## src/rtl/dct2d_pkg.sv

```systemverilog
package dct2d_pkg;

    localparam int PTS    = 8;
    localparam int IDX_W  = $clog2(PTS);
    localparam int COEF_W = 13;
    localparam int FRAC_W = 12;

    typedef enum logic [1:0] {
        EN_LOAD,
        EN_MAC,
        EN_EMIT
    } eng_state_e;

    typedef enum logic {
        WR_FILL,
        WR_HOLD
    } wr_state_e;

    typedef enum logic {
        RD_IDLE,
        RD_DRAIN
    } rd_state_e;

    // Scaled cosine weight for frequency k and sample n (8-point transform).
    function automatic logic signed [COEF_W-1:0] cos_coef(
        input logic [IDX_W-1:0] k,
        input logic [IDX_W-1:0] n
    );
        int  m;
        int  mag;
        logic neg;
        m   = ((2 * int'(n) + 1) * int'(k)) % 32;
        neg = 1'b0;
        if (m > 16) m = 32 - m;
        if (m > 8) begin
            m   = 16 - m;
            neg = 1'b1;
        end
        case (m)
            0:       mag = 2048;
            1:       mag = 2009;
            2:       mag = 1892;
            3:       mag = 1703;
            4:       mag = 1448;
            5:       mag = 1138;
            6:       mag = 784;
            7:       mag = 400;
            default: mag = 0;
        endcase
        if (k == '0) begin
            mag = 1448;
            neg = 1'b0;
        end
        return neg ? COEF_W'(-mag) : COEF_W'(mag);
    endfunction

endpackage

```

## src/rtl/dct1d_mac_engine.sv

```systemverilog
module dct1d_mac_engine
    import dct2d_pkg::*;
#(
    parameter int DATA_W = 16
) (
    input  logic                     clk,
    input  logic                     rst_n,
    input  logic                     in_valid,
    output logic                     in_ready,
    input  logic signed [DATA_W-1:0] in_data,
    output logic                     out_valid,
    input  logic                     out_ready,
    output logic signed [DATA_W-1:0] out_data
);

    localparam int PROD_W = DATA_W + COEF_W;
    localparam int ACC_W  = PROD_W + IDX_W;
    localparam logic signed [ACC_W-1:0] HALF = ACC_W'(1) <<< (FRAC_W - 1);
    localparam logic [IDX_W-1:0] LAST_IDX = IDX_W'(PTS - 1);

    eng_state_e state_q, state_d;

    logic signed [DATA_W-1:0] samp_q [PTS];
    logic        [IDX_W-1:0]  n_q;
    logic        [IDX_W-1:0]  k_q;
    logic signed [ACC_W-1:0]  acc_q;
    logic signed [DATA_W-1:0] res_q;

    logic                     last_n;
    logic                     last_k;
    logic signed [COEF_W-1:0] coef;
    logic signed [PROD_W-1:0] prod;
    logic signed [ACC_W-1:0]  acc_sum;
    logic signed [ACC_W-1:0]  acc_rnd;
    logic signed [ACC_W-1:0]  acc_shf;

    assign last_n  = (n_q == LAST_IDX);
    assign last_k  = (k_q == LAST_IDX);
    assign coef    = cos_coef(k_q, n_q);
    assign prod    = samp_q[n_q] * coef;
    assign acc_sum = acc_q + ACC_W'(prod);
    assign acc_rnd = acc_sum + HALF;
    assign acc_shf = acc_rnd >>> FRAC_W;

    // State register
    always_ff @(posedge clk or negedge rst_n) begin
        if (!rst_n) state_q <= EN_LOAD;
        else        state_q <= state_d;
    end

    // Transitions
    always_comb begin
        state_d = state_q;
        unique case (state_q)
            EN_LOAD: if (in_valid && last_n) state_d = EN_MAC;
            EN_MAC:  if (last_n)             state_d = EN_EMIT;
            EN_EMIT: if (out_ready)          state_d = last_k ? EN_LOAD : EN_MAC;
            default:                         state_d = EN_LOAD;
        endcase
    end

    // Datapath
    always_ff @(posedge clk or negedge rst_n) begin
        if (!rst_n) begin
            for (int i = 0; i < PTS; i++) samp_q[i] <= '0;
            n_q   <= '0;
            k_q   <= '0;
            acc_q <= '0;
            res_q <= '0;
        end else begin
            unique case (state_q)
                EN_LOAD: begin
                    k_q   <= '0;
                    acc_q <= '0;
                    if (in_valid) begin
                        samp_q[n_q] <= in_data;
                        n_q         <= last_n ? '0 : n_q + 1'b1;
                    end
                end
                EN_MAC: begin
                    if (last_n) begin
                        res_q <= DATA_W'(acc_shf);
                        n_q   <= '0;
                    end else begin
                        acc_q <= acc_sum;
                        n_q   <= n_q + 1'b1;
                    end
                end
                EN_EMIT: begin
                    if (out_ready) begin
                        acc_q <= '0;
                        n_q   <= '0;
                        k_q   <= last_k ? '0 : k_q + 1'b1;
                    end
                end
                default: n_q <= '0;
            endcase
        end
    end

    // Outputs
    always_comb begin
        in_ready  = (state_q == EN_LOAD);
        out_valid = (state_q == EN_EMIT);
        out_data  = res_q;
    end

endmodule

```

## src/rtl/xpose_ram.sv

```systemverilog
module xpose_ram #(
    parameter int DATA_W = 16,
    parameter int ADDR_W = 6
) (
    input  logic              clk,
    input  logic              wr_en,
    input  logic [ADDR_W-1:0] wr_addr,
    input  logic [DATA_W-1:0] wr_data,
    input  logic              rd_en,
    input  logic [ADDR_W-1:0] rd_addr,
    output logic [DATA_W-1:0] rd_data
);

    localparam int DEPTH = 1 << ADDR_W;

    logic [DATA_W-1:0] mem [DEPTH];

    always_ff @(posedge clk) begin
        if (wr_en) mem[wr_addr] <= wr_data;
        if (rd_en) rd_data      <= mem[rd_addr];
    end

endmodule

```

## src/rtl/xpose_ctrl.sv

```systemverilog
module xpose_ctrl
    import dct2d_pkg::*;
#(
    parameter int ADDR_W = 2 * IDX_W
) (
    input  logic              clk,
    input  logic              rst_n,
    input  logic              wr_req,
    output logic              wr_grant,
    output logic              wr_en,
    output logic [ADDR_W-1:0] wr_addr,
    input  logic              rd_take,
    output logic              rd_en,
    output logic [ADDR_W-1:0] rd_addr,
    output logic              rq_valid
);

    localparam int CNT_W = ADDR_W + 1;
    localparam int HALF_W = ADDR_W / 2;
    localparam logic [CNT_W-1:0] LAST_SLOT = CNT_W'((1 << ADDR_W) - 1);

    wr_state_e wr_st_q, wr_st_d;
    rd_state_e rd_st_q, rd_st_d;

    logic [CNT_W-1:0]  wr_cnt_q, rd_cnt_q;
    logic              wr_mode_q, rd_mode_q;
    logic              rq_valid_q;
    logic              handoff;
    logic              slot_free;
    logic              wr_last, rd_last;
    logic [ADDR_W-1:0] wj, rj;

    assign handoff   = (wr_st_q == WR_HOLD) && (rd_st_q == RD_IDLE);
    assign slot_free = (rd_st_q == RD_IDLE) || (wr_cnt_q < rd_cnt_q);
    assign wr_last   = (wr_cnt_q == LAST_SLOT);
    assign rd_last   = (rd_cnt_q == LAST_SLOT);
    assign wj        = wr_cnt_q[ADDR_W-1:0];
    assign rj        = rd_cnt_q[ADDR_W-1:0];

    // State registers
    always_ff @(posedge clk or negedge rst_n) begin
        if (!rst_n) begin
            wr_st_q <= WR_FILL;
            rd_st_q <= RD_IDLE;
        end else begin
            wr_st_q <= wr_st_d;
            rd_st_q <= rd_st_d;
        end
    end

    // Writer transitions
    always_comb begin
        wr_st_d = wr_st_q;
        unique case (wr_st_q)
            WR_FILL: if (wr_en && wr_last) wr_st_d = WR_HOLD;
            WR_HOLD: if (handoff)          wr_st_d = WR_FILL;
            default:                       wr_st_d = WR_FILL;
        endcase
    end

    // Reader transitions
    always_comb begin
        rd_st_d = rd_st_q;
        unique case (rd_st_q)
            RD_IDLE:  if (handoff)         rd_st_d = RD_DRAIN;
            RD_DRAIN: if (rd_en && rd_last) rd_st_d = RD_IDLE;
            default:                        rd_st_d = RD_IDLE;
        endcase
    end

    // Counters, order bits, read-data valid
    always_ff @(posedge clk or negedge rst_n) begin
        if (!rst_n) begin
            wr_cnt_q   <= '0;
            rd_cnt_q   <= '0;
            wr_mode_q  <= 1'b0;
            rd_mode_q  <= 1'b0;
            rq_valid_q <= 1'b0;
        end else begin
            if (handoff) begin
                wr_cnt_q  <= '0;
                wr_mode_q <= ~wr_mode_q;
                rd_cnt_q  <= '0;
                rd_mode_q <= wr_mode_q;
            end else begin
                if (wr_en) wr_cnt_q <= wr_cnt_q + 1'b1;
                if (rd_en) rd_cnt_q <= rd_cnt_q + 1'b1;
            end
            if (rd_en)        rq_valid_q <= 1'b1;
            else if (rd_take) rq_valid_q <= 1'b0;
        end
    end

    // Outputs: the writer and the reader always use opposite orders
    always_comb begin
        wr_grant = (wr_st_q == WR_FILL) && slot_free;
        wr_en    = wr_grant && wr_req;
        wr_addr  = wr_mode_q ? {wj[HALF_W-1:0], wj[ADDR_W-1:HALF_W]} : wj;
        rd_en    = (rd_st_q == RD_DRAIN) && (!rq_valid_q || rd_take);
        rd_addr  = rd_mode_q ? rj : {rj[HALF_W-1:0], rj[ADDR_W-1:HALF_W]};
        rq_valid = rq_valid_q;
    end

endmodule

```

## src/rtl/dct2d_xpose.sv

```systemverilog
module dct2d_xpose
    import dct2d_pkg::*;
#(
    parameter int IN_W   = 12,
    parameter int DATA_W = 16
) (
    input  logic              clk,
    input  logic              rst_n,
    input  logic              in_valid,
    output logic              in_ready,
    input  logic [IN_W-1:0]   in_data,
    output logic              out_valid,
    input  logic              out_ready,
    output logic [DATA_W-1:0] out_data,
    output logic              block_done
);

    localparam int ADDR_W = 2 * IDX_W;

    logic signed [DATA_W-1:0] s1_in;
    logic                     s1_ov, s1_or;
    logic signed [DATA_W-1:0] s1_od;

    logic                     wr_en, rd_en, rq_valid, rd_take;
    logic [ADDR_W-1:0]        wr_addr, rd_addr;
    logic [DATA_W-1:0]        rd_data;

    logic                     s2_ir;
    logic signed [DATA_W-1:0] s2_od;

    logic [ADDR_W-1:0]        out_cnt_q;
    logic                     done_q;
    logic                     out_hs;

    assign s1_in   = {{(DATA_W - IN_W){in_data[IN_W-1]}}, in_data};
    assign rd_take = rq_valid && s2_ir;

    dct1d_mac_engine #(.DATA_W(DATA_W)) row_eng_i (
        .clk       (clk),
        .rst_n     (rst_n),
        .in_valid  (in_valid),
        .in_ready  (in_ready),
        .in_data   (s1_in),
        .out_valid (s1_ov),
        .out_ready (s1_or),
        .out_data  (s1_od)
    );

    xpose_ctrl #(.ADDR_W(ADDR_W)) ctrl_i (
        .clk      (clk),
        .rst_n    (rst_n),
        .wr_req   (s1_ov),
        .wr_grant (s1_or),
        .wr_en    (wr_en),
        .wr_addr  (wr_addr),
        .rd_take  (rd_take),
        .rd_en    (rd_en),
        .rd_addr  (rd_addr),
        .rq_valid (rq_valid)
    );

    xpose_ram #(.DATA_W(DATA_W), .ADDR_W(ADDR_W)) ram_i (
        .clk     (clk),
        .wr_en   (wr_en),
        .wr_addr (wr_addr),
        .wr_data (s1_od),
        .rd_en   (rd_en),
        .rd_addr (rd_addr),
        .rd_data (rd_data)
    );

    dct1d_mac_engine #(.DATA_W(DATA_W)) col_eng_i (
        .clk       (clk),
        .rst_n     (rst_n),
        .in_valid  (rq_valid),
        .in_ready  (s2_ir),
        .in_data   (rd_data),
        .out_valid (out_valid),
        .out_ready (out_ready),
        .out_data  (s2_od)
    );

    assign out_data = s2_od;
    assign out_hs   = out_valid && out_ready;

    // Output counter and end-of-block pulse
    always_ff @(posedge clk or negedge rst_n) begin
        if (!rst_n) begin
            out_cnt_q <= '0;
            done_q    <= 1'b0;
        end else begin
            done_q <= out_hs && (out_cnt_q == '1);
            if (out_hs) out_cnt_q <= out_cnt_q + 1'b1;
        end
    end

    assign block_done = done_q;

endmodule

```

## config.mk

```make
export PLATFORM = sky130hd
export DESIGN_NAME = dct2d_xpose
export DESIGN_NICKNAME = d
export VERILOG_FILES = /design/src/rtl/dct2d_pkg.sv /design/src/rtl/dct1d_mac_engine.sv /design/src/rtl/xpose_ram.sv /design/src/rtl/xpose_ctrl.sv /design/src/rtl/dct2d_xpose.sv
export SDC_FILE = /design/constraint.sdc
export NUM_CORES = 2
export LEC_CHECK = 0
export ABC_AREA = 1
export CAP_MARGIN = 10
export CELL_PAD_IN_SITES_DETAIL_PLACEMENT = 0
export CELL_PAD_IN_SITES_GLOBAL_PLACEMENT = 1
export CORE_UTILIZATION = 52
export DETAILED_ROUTE_END_ITERATION = 8
export MAX_ROUTING_LAYER = met4
export PLACE_DENSITY = 0.86
export SLEW_MARGIN = 15
export SYNTH_ARGS = -nofsm -noshare
export SYNTH_HDL_FRONTEND = slang
export SYNTH_SLANG_ARGS = --single-unit
```

## constraint.sdc

```tcl
create_clock -name clk -period 12.5 [get_ports clk]
set_input_delay 1.875 -clock clk [delete_from_list [all_inputs] [get_ports clk]]
set_output_delay 1.875 -clock clk [all_outputs]
set_load 0.05 [all_outputs]
```

==> metrics.log <==
[metrics] Critical Path Sink Type: flip-flop
[metrics] overall overflow remaining after global route: 0
[metrics] global-route wire length before repair: 292,000 um
[metrics] average wire length per cell after detail routing: 21.0 um
[metrics] maximum number of pins on one net before global-route repair: 248
[metrics] Cell Count, Final, Fillers Out: 8,896
[metrics] I/O pin count: 35
[metrics] die height: 379 um
[metrics] average cell area after synthesis: 10.7 um^2
[metrics] count of different cell masters after synthesis: 60
[metrics] row count: 137
[metrics] #FFs+latches synth: 1,394
[metrics] number of global-route vias before repair: 50.7k
[metrics] worst slack at placement: 596 ps
[metrics] TritonCTS clock tree: done
[metrics] setup fix buffers added after clock tree synthesis: 0
[metrics] most common cell type on the critical path: sky130_fd_sc_hd__nand2_1
[metrics] total standard cell area after synthesis: 0.0737 mm^2
[metrics] relative area change from synthesis to final layout: 10.1%
[metrics] detailed-route wire length: 187,000 um
[metrics] area inside the core boundary: 0.140 mm^2
[metrics] Synth area leader: sky130_fd_sc_hd__edfxtp_1
[metrics] global placement routability congestion: 0.898
[metrics] H-tree depth: 4
[metrics] number of CTS-inserted buffers: 146
[metrics] min-delay worst type: reg -> reg
[metrics] Nets: 7,544
[metrics] data arrival time of the worst path: 12,340 ps
[metrics] data required time at the worst endpoint: 13,180 ps
[metrics] number of vias in the routed layout: 51.3k
[metrics] startpoint type of the worst setup path: flip-flop
[metrics] die width: 379 um
[metrics] worst clock skew on the final layout: 59.1 ps
[metrics] # Max-Cap Violations: 0
[metrics] number of hold-slack violations in the final timing report: 0
[metrics] Gate Count Post-Synth: 6,890
[metrics] type of the worst setup path: reg -> reg
[metrics] maximum net fanout on the critical path: 9
[metrics] headroom to the max-slew limit: 20.4%
[metrics] Area contributors post-synth: sky130_fd_sc_hd__edfxtp_1 (42%), sky130_fd_sc_hd__dfrtp_1 (12%), sky130_fd_sc_hd__fa_1 (12%)
[metrics] ANT nets after route: 0
[metrics] post-DR vias/cell: 5.77
[metrics] total of endpoints with negative setup slack in the final report: 0
[metrics] count of buffers from port buffering: 34
[metrics] number of clock sinks seen by CTS: 1,394
[metrics] Critical Path Max Stage Delay: 560 ps
[metrics] starting density of the core: 52.6%
[metrics] portion of the clock cycle consumed by the worst path in the final layout: 93.3%
[metrics] clock latency on the worst-skew pair: 780 ps
[metrics] Finished Cell Area: 0.0812 mm^2
[metrics] remaining design rule violation count: 0
[metrics] Max Fclk: 85.7 MHz
[metrics] aggregate global-route resource usage: 27.4%
[metrics] sequential element share of the synthesized area: 54.4%
[metrics] Final Slew Violations: 0
[metrics] Setup WS post-layout: 835 ps
[metrics] count of synthesis-stage warnings from yosys: 0
[metrics] buffers from clock root to sink, at most: 3
[metrics] iteration count of the initial detailed-routing pass: 5
[metrics] final critical path time including I/O delays and setup: 11,670 ps
[metrics] HPWL Detailed: 116,000 um
[metrics] number of DRC markers after the initial detailed-route iteration: 5,313
[metrics] share of layout cells above drive strength 1: 6.82%
[metrics] unrepaired setup endpoints after global routing: false
[metrics] die footprint: 0.143 mm^2
[metrics] clock root buffer: sky130_fd_sc_hd__clkbuf_16
[metrics] status: finished clean
[metrics] placed cell area: 0.0764 mm^2
[metrics] number of cells in the design after placement: 8,623
[metrics] master of the slowest instance on the critical path: sky130_fd_sc_hd__fa_1
[metrics] share of the synthesized area in the top cell type: 42.4%
[metrics] clock-pin slew on the worst setup and hold paths: 70 ps
[metrics] Worst Max-Slew Pin Slew: 1190 ps
[metrics] Setup Total Neg Slack: 0 ps
[metrics] number of antenna violations at the first check in global routing: 4
Yosys cell counts (all sizes together):
cell,n
nor4,10
o21bai,4
o2111ai,1
o32ai,2
o22ai,225
a31oi,3
dfrtp,354
a311oi,2
o211ai,131
a21boi,6
clkinv,19
xor2,64
nand3,218
o21ai,863
a211oi,5
a21oi,84
nand3b,1
nand2,860
clkbuf,301
conb,1
edfxtp,1040
nand4,22
xnor2,26
o221ai,135
mux2,4
inv,864
a21o,3
or2,23
ha,209
a22o,1
nor2,917
o22a,5
o311ai,1
fa,424
buf,12
and3,1
o31ai,3
nor3,45
or3,1
worst max-delay path: cells and delay by family, from the launching register on:
kind / cells / cell delay [ps]
compound gates: 8 / 1920
xor+xnor: 4 / 970
flops: 1 / 470
fa+ha+maj: 12 / 5090
buf+inv: 8 / 830
simple gates: 20 / 2330
logic make-up (layout without fill, tap and decap cells):
kind of cell	count (synthesis)	count (layout)	synth area share, %
and+or+nand+nor	2098	2098	11.5
AOI/OAI and AO/OA	1474	1474	11.7
DFF	1394	1394	54.4
buffers and inverters	1196	1324	6.14
adders and majority gates	633	633	15.1
xor gates and xnor gates	90	90	1.08
muxes	4	4	0.0611
other	1	3	0.00509
state kept, by name (all words and copies together) (netlist names), 3 cells and up:
register,count
ram_i.mem,1024
col_eng_i.samp_q,128
row_eng_i.samp_q,96
col_eng_i.acc_q,28
row_eng_i.acc_q,28
col_eng_i.out_data,16
ram_i.rd_data,16
row_eng_i.out_data,16
ctrl_i.rd_cnt_q,7
ctrl_i.wr_cnt_q,7
out_cnt_q,6
col_eng_i.k_q,3
col_eng_i.n_q,3
row_eng_i.k_q,3
row_eng_i.n_q,3
layout by cell type, fill, tap and decap left out, types with 17 or more instances in the layout:
cell                              synthesis  final
sky130_fd_sc_hd__inv_1                  853    851
sky130_fd_sc_hd__nand2_2                 14     17
sky130_fd_sc_hd__xor2_1                  64     63
sky130_fd_sc_hd__nor3_1                  43     43
sky130_fd_sc_hd__xnor2_1                 25     25
sky130_fd_sc_hd__fa_1                   424    424
sky130_fd_sc_hd__clkdlybuf4s50_1          0     33
sky130_fd_sc_hd__or2_2                   20     20
sky130_fd_sc_hd__buf_4                    0    132
sky130_fd_sc_hd__nand2_1                844    840
sky130_fd_sc_hd__clkinv_2                 0     21
sky130_fd_sc_hd__clkbuf_1               301     41
sky130_fd_sc_hd__nand4_1                 21     21
sky130_fd_sc_hd__clkinv_1                19     40
sky130_fd_sc_hd__nand3_1                213    213
sky130_fd_sc_hd__ha_1                   209    209
sky130_fd_sc_hd__o22ai_1                225    225
sky130_fd_sc_hd__clkbuf_16                0    147
sky130_fd_sc_hd__o211ai_1               130    130
sky130_fd_sc_hd__dfrtp_1                354    337
sky130_fd_sc_hd__nor2_2                  16     20
sky130_fd_sc_hd__o21ai_0                849    844
sky130_fd_sc_hd__nor2_1                 900    896
sky130_fd_sc_hd__edfxtp_1              1040   1040
sky130_fd_sc_hd__a21oi_1                 74     72
sky130_fd_sc_hd__o221ai_1               135    135
cell type report:
class	instances	area, um^2
Timing Repair Buffer	169	1400
Tap cell	1876	2350
Sequential cell	1394	40100
Multi-Input combinational cell	4301	29200
Inverter	883	3330
Fill cell	11600	58900
Clock inverter	76	815
Antenna cell	1	2.50
Clock buffer	196	3940
timing repair:
action / CTS / global route
resized for setup: 0 / 11
setup endpoints to repair: 0 / 13
hold buffers: 0 / 0
per-layer routing:
layer / wire length [um] / global-route usage (%) / up-vias
met5: 0 / - / -
met4: 6130 / 9.73 / 0
met3: 14500 / 4.16 / 360
met2: 89500 / 42.9 / 2076
met1: 76900 / 36.6 / 25400
li1: - / - / 23400
stage by stage:
stage,util (%),hold slack (ps)
floorplan,-,446
global placement,54.6,459
detailed placement,54.6,465
CTS,57.9,479
global route,58.0,485
finish,58.0,473
worst paths after layout:
| path | startpoint | to | slack, ps | depth (start not counted) |
|---|---|---|---|---|
| hold / removal | col_eng_i.out_data[0] | col_eng_i.out_data[0] | 470 | 2 |
| hold reg to reg | col_eng_i.out_data[0] | col_eng_i.out_data[0] | 470 | 2 |
| max in group asynchronous | rst_n | row_eng_i.out_data[0] | 9020 | 3 |
| setup / recovery | row_eng_i.n_q[1] | row_eng_i.out_data[14] | 830 | 52 |
| setup reg to reg | row_eng_i.n_q[1] | row_eng_i.out_data[14] | 830 | 52 |
| min in group asynchronous | rst_n | col_eng_i.acc_q[0] | 1100 | 1 |
Power is not shown: default switching activity piles up to over one toggle a cycle in this logic, so the estimate is an artifact.
